$ cat src/rtl/seq_pkg.sv
package seq_pkg;
  // Strobes from the control FSM to the gap counter
  typedef struct packed {
    logic load;   // preset the counter (issued with the start pulse)
    logic cntEn;  // advance the counter
  } seqStrobeT;
endpackage

$ cat src/rtl/seq_counter.sv
module seq_counter
  import seq_pkg::*;
#(
  parameter int CNT_W    = 4,
  parameter int LOAD_VAL = 11
) (
  input  logic      clk,
  input  logic      rstN,
  input  seqStrobeT strobe,
  output logic      wrap
);
  localparam logic [CNT_W-1:0] LOAD_C = CNT_W'(LOAD_VAL);
  localparam logic [CNT_W-1:0] MAX_C  = {CNT_W{1'b1}};

  logic [CNT_W-1:0] cnt;

  always_ff @(posedge clk or negedge rstN) begin
    if (!rstN)             cnt <= '0;
    else if (strobe.load)  cnt <= LOAD_C;
    else if (strobe.cntEn) cnt <= cnt + 1'b1;
  end

  // Carry: counter enabled at its top value, wraps on this edge
  assign wrap = strobe.cntEn && (cnt == MAX_C);


  cnt_frozen_chk: assert property (@(posedge clk) disable iff (!rstN)
    (!strobe.load && !strobe.cntEn) |=> $stable(cnt));
endmodule

$ cat src/rtl/seq_ctrl.sv
module seq_ctrl
  import seq_pkg::*;
#(
  parameter int SYNC_STAGES = 2
) (
  input  logic      clk,
  input  logic      rstN,
  input  logic      startReq,
  input  logic      convEoc,
  input  logic      wrap,
  output seqStrobeT strobe,
  output logic      convStart,
  output logic      ready
);
  logic [SYNC_STAGES-1:0] syncQ;
  logic startSync;
  logic reqLatch;
  logic busy;
  logic eocDropped;
  logic issue;

  // Bring the asynchronous request into the clock domain
  always_ff @(posedge clk or negedge rstN) begin
    if (!rstN) syncQ <= '0;
    else       syncQ <= {syncQ[SYNC_STAGES-2:0], startReq};
  end
  assign startSync = syncQ[SYNC_STAGES-1];

  // Request latch: set by the request, cleared by the carry
  always_ff @(posedge clk or negedge rstN) begin
    if (!rstN)          reqLatch <= 1'b0;
    else if (wrap)      reqLatch <= 1'b0;
    else if (startSync) reqLatch <= 1'b1;
  end

  assign issue = reqLatch && !busy;

  always_ff @(posedge clk or negedge rstN) begin
    if (!rstN) begin
      busy       <= 1'b0;
      eocDropped <= 1'b0;
      convStart  <= 1'b0;
      ready      <= 1'b0;
    end else begin
      convStart <= issue;
      ready     <= wrap;
      if (issue)     busy <= 1'b1;
      else if (wrap) busy <= 1'b0;
      if (issue)                eocDropped <= 1'b0;
      else if (busy && !convEoc) eocDropped <= 1'b1;
    end
  end

  always_comb begin
    strobe.load  = issue;
    strobe.cntEn = busy && eocDropped && convEoc;
  end


  start_one_clk_chk: assert property (@(posedge clk) disable iff (!rstN)
    convStart |=> !convStart);

  ready_one_clk_chk: assert property (@(posedge clk) disable iff (!rstN)
    ready |=> !ready);

  wrap_in_busy_chk: assert property (@(posedge clk) disable iff (!rstN)
    wrap |-> busy);

  no_start_at_ready_chk: assert property (@(posedge clk) disable iff (!rstN)
    ready |-> !convStart);
endmodule

$ cat src/rtl/conv_sequencer.sv
module conv_sequencer
  import seq_pkg::*;
#(
  parameter int CNT_W       = 4,
  parameter int LOAD_VAL    = 11,
  parameter int SYNC_STAGES = 2
) (
  input  logic clk,
  input  logic rstN,
  input  logic startReq,
  input  logic convEoc,
  output logic convStart,
  output logic ready
);
  seqStrobeT strobe;
  logic wrap;

  seq_ctrl #(.SYNC_STAGES(SYNC_STAGES)) uCtrl (
    .clk(clk), .rstN(rstN), .startReq(startReq), .convEoc(convEoc),
    .wrap(wrap), .strobe(strobe), .convStart(convStart), .ready(ready)
  );

  seq_counter #(.CNT_W(CNT_W), .LOAD_VAL(LOAD_VAL)) uCnt (
    .clk(clk), .rstN(rstN), .strobe(strobe), .wrap(wrap)
  );
endmodule

$ cat config.mk
export PLATFORM = sky130hd
export DESIGN_NAME = conv_sequencer
export DESIGN_NICKNAME = d
export VERILOG_FILES = /design/src/rtl/seq_pkg.sv /design/src/rtl/seq_counter.sv /design/src/rtl/seq_ctrl.sv /design/src/rtl/conv_sequencer.sv
export SDC_FILE = /design/constraint.sdc
export NUM_CORES = 1
export LEC_CHECK = 0
export CORE_AREA = 3 3 40 42
export CTS_BUF_LIST = sky130_fd_sc_hd__clkbuf_16
export DETAILED_ROUTE_END_ITERATION = 8
export DIE_AREA = 0 0 43 45
export GPL_TIMING_DRIVEN = 0
export PLACE_DENSITY = 0.6
export SLEW_MARGIN = 5
export SYNTH_ARGS = -nofsm -noshare
export SYNTH_HDL_FRONTEND = slang
export SYNTH_SLANG_ARGS = --single-unit
$ cat constraint.sdc
create_clock -name clk -period 2.1 [get_ports clk]
set_input_delay 0.42 -clock clk [delete_from_list [all_inputs] [get_ports clk]]
set_output_delay 0.42 -clock clk [all_outputs]
set_load 0.02 [all_outputs]
==> reports/results.ini <==
[worst_setup_path]
critical-path-top-delay-family=buffers and inverters
cp_num_buf_inv=1
path_max_fanout=1
worstPathCellList=clkdlybuf4s50_1
end_kind=output port
slowest_delay_ps=600
critPathLaunchType=flop
critical_path_class=reg -> out
crit_arrival_ps=1160
cpMaxStageDelayCell=clkdlybuf4s50_1
cp_data_required_time_ps=1680

[global_route]
grt_max_degree=12
grt.overflow.total=0
grt_antenna_before_repair=0
grt_use_total_pct=10.42
grt_pass1_vias=309
grt_pass1_wl_microns=1324

[synth]
yosysTopAreaCellShare_pct=62.50
synthesis.instances=38
synth_fp_nets=43
syn_avg_cell_area_sq_um=11.59
ys_ff_latch=11
yosysWarnings=0
yosysSeqAreaShare_pct=62.50
synthDistinctLibCells=14
ys_top_cells_by_area=dfrtp_1 (63%), mux2i_1 (6.8%), nor2_1 (5.1%)
synth_area_sq_um=440.4
yosysTopAreaCell=dfrtp_1

[power_and_ir_drop]
power_frac_comb_pct=22.3
peakVddDrop_uv=564.3
p_per_area_mw_per_mm2=1476
leakagePower_nw=0.2515
p_int_uw=625.9
pwr-share-seq_pct=39.1
p_sw_uw=241.8
clockPowerShare_pct=38.6
sw_frac_of_total_pct=27.87

[final_layout]
antenna_cells=0
syn2layout_area_growth_pct=33.52
layout-drive-gt1-share_pct=14.89
final_nets=53

[floorplanning]
die_h_microns=45
io_pins=6
die_w_microns=43
placement_rows=13
start_util_pct=34.27
core-area_sq_mm=0.001285
die-area_sq_mm=0.001935

[sta]
relSlewSlack_pct=67.75
drv_slew=0
tightest_slew_ps=482.3
tns_ps=0
period_needed_ps=1580
hold_violations=0
setup_ws_ps=519.7
timing.fmax_ghz=0.6328
finClkSkew_ps=3.411
finalSetupViolCount=0
rsz0062_at_grt=no
finalCritPeriodShare_pct=75.25

[clock_network]
ctsHoldBuffers=0
clk_pin_slew_ps=40
cts-htree-levels=1
root_buffer=clkbuf_16
cts_sinks=11
post_cts.repair.setup_buffers=0
post_cts_resize_count=0
clk_path_buf_depth=2
clock_latency_ps=240
tritoncts=built
cts-buffers-inserted=3

[route]
routed_wl_microns=749
vias=303
firstDrtPassIters=3
ant_nets=0
drt_iter0_drc=3
wl_per_cell_microns=12.08
drc=0
avgViaCountPerCell=4.887

[place]
place.gp.congestion=0.7023
post-place-ws_ps=589.5
place_hpwl_microns=540.9
io_buffers=5

[flow_run]
maxCapViolCount=0

[hold_path]
hp-class=reg -> reg

[outcome]
status=finished, final reports clean

[final timing paths]
check,startpoint,endpoint,depth (start not counted),slack [ps]
min reg2reg,uCtrl.syncQ[0],uCtrl.syncQ[1],0,350
min in group asynchronous,rstN,uCtrl.ready,1,520
max in group asynchronous,rstN,uCtrl.convStart,1,1260
min,uCtrl.syncQ[0],uCtrl.syncQ[1],0,350
max,uCtrl.ready,ready,1,520
max reg2reg,uCnt.cnt[0],uCtrl.busy,4,1040
[stage by stage]
step	total power [mW]	util, %	hold slack, ps	area (sq um)	instances
2_1_floorplan	0.4757	-	124.4	440.4	38
3_3_place_gp	0.5243	39.63	339.8	509.2	58
3_5_place_dp	0.5376	39.63	347.7	509.2	58
4_1_cts	0.8794	45.76	356.6	588.1	62
5_1_grt	0.9187	45.76	383.6	588.1	62
6_report	0.8677	45.76	352.0	588.1	62
[sequential cells by signal, indices dropped and copies added (netlist names)]
register and count:
uCnt.cnt 4, uCtrl.syncQ 2, uCtrl.busy 1, uCtrl.convStart 1, uCtrl.eocDropped 1, uCtrl.ready 1
uCtrl.reqLatch 1
[cells in the mapped netlist, drive strengths merged]
cell type / n
and2b: 1
xor2: 1
a21oi: 4
dfrtp: 11
nor3: 2
inv: 1
nor2: 8
nand3: 1
nand4: 3
mux2i: 3
nand2: 1
ha: 1
buf: 1
[layer usage]
| metal | track usage, % | routed length, microns | vias to the layer above |
|---|---|---|---|
| met5 | 0 | 0 | - |
| met3 | 5.578 | 52 | 5 |
| met2 | 14.07 | 319 | 9 |
| met1 | 11.17 | 341 | 137 |
| li1 | - | - | 152 |
| met4 | 10.84 | 35 | 0 |
[cells by family (layout without fill, tap and decap cells)]
logic type	count (synthesis)	after routing	share of synthesized area (%)
and+or+nand+nor	16	16	18.75
DFF	11	11	62.50
AOI/OAI and AO/OA	4	4	4.546
muxes	3	3	6.818
buffers and inverters	2	11	2.557
adders and majority gates	1	1	2.840
xor gates and xnor gates	1	1	1.989
[area by class of cell]
type / count / area, sq um
fillers: 116 / 696.9
flip-flops and latches: 11 / 275.3
multi-input cells: 25 / 153.9
clock buffers: 3 / 75.07
repair buffers: 5 / 50.05
well taps: 15 / 18.77
plain buffers: 1 / 7.507
clock inverters: 1 / 3.754
inverters: 1 / 3.754
[placed cells by master (no fill, tap or decap), drive strengths merged, types with 2 or more instances in the layout]
cell type	instances
a21oi	4
clkbuf	3
clkdlybuf4s50	5
dfrtp	11
inv	2
mux2i	3
nand4	3
nor2	8
nor3	2
[power by group through the flow]
stage | combinational (mW) | sequential [mW] | clock [mW]
floorplan | 0.139 | 0.337 | 0
global placement | 0.187 | 0.337 | 0
detailed placement | 0.196 | 0.342 | 0
CTS | 0.197 | 0.340 | 0.343
global route | 0.214 | 0.348 | 0.356
finish | 0.193 | 0.339 | 0.335
Note: power is estimated with default switching activity, not from simulation.
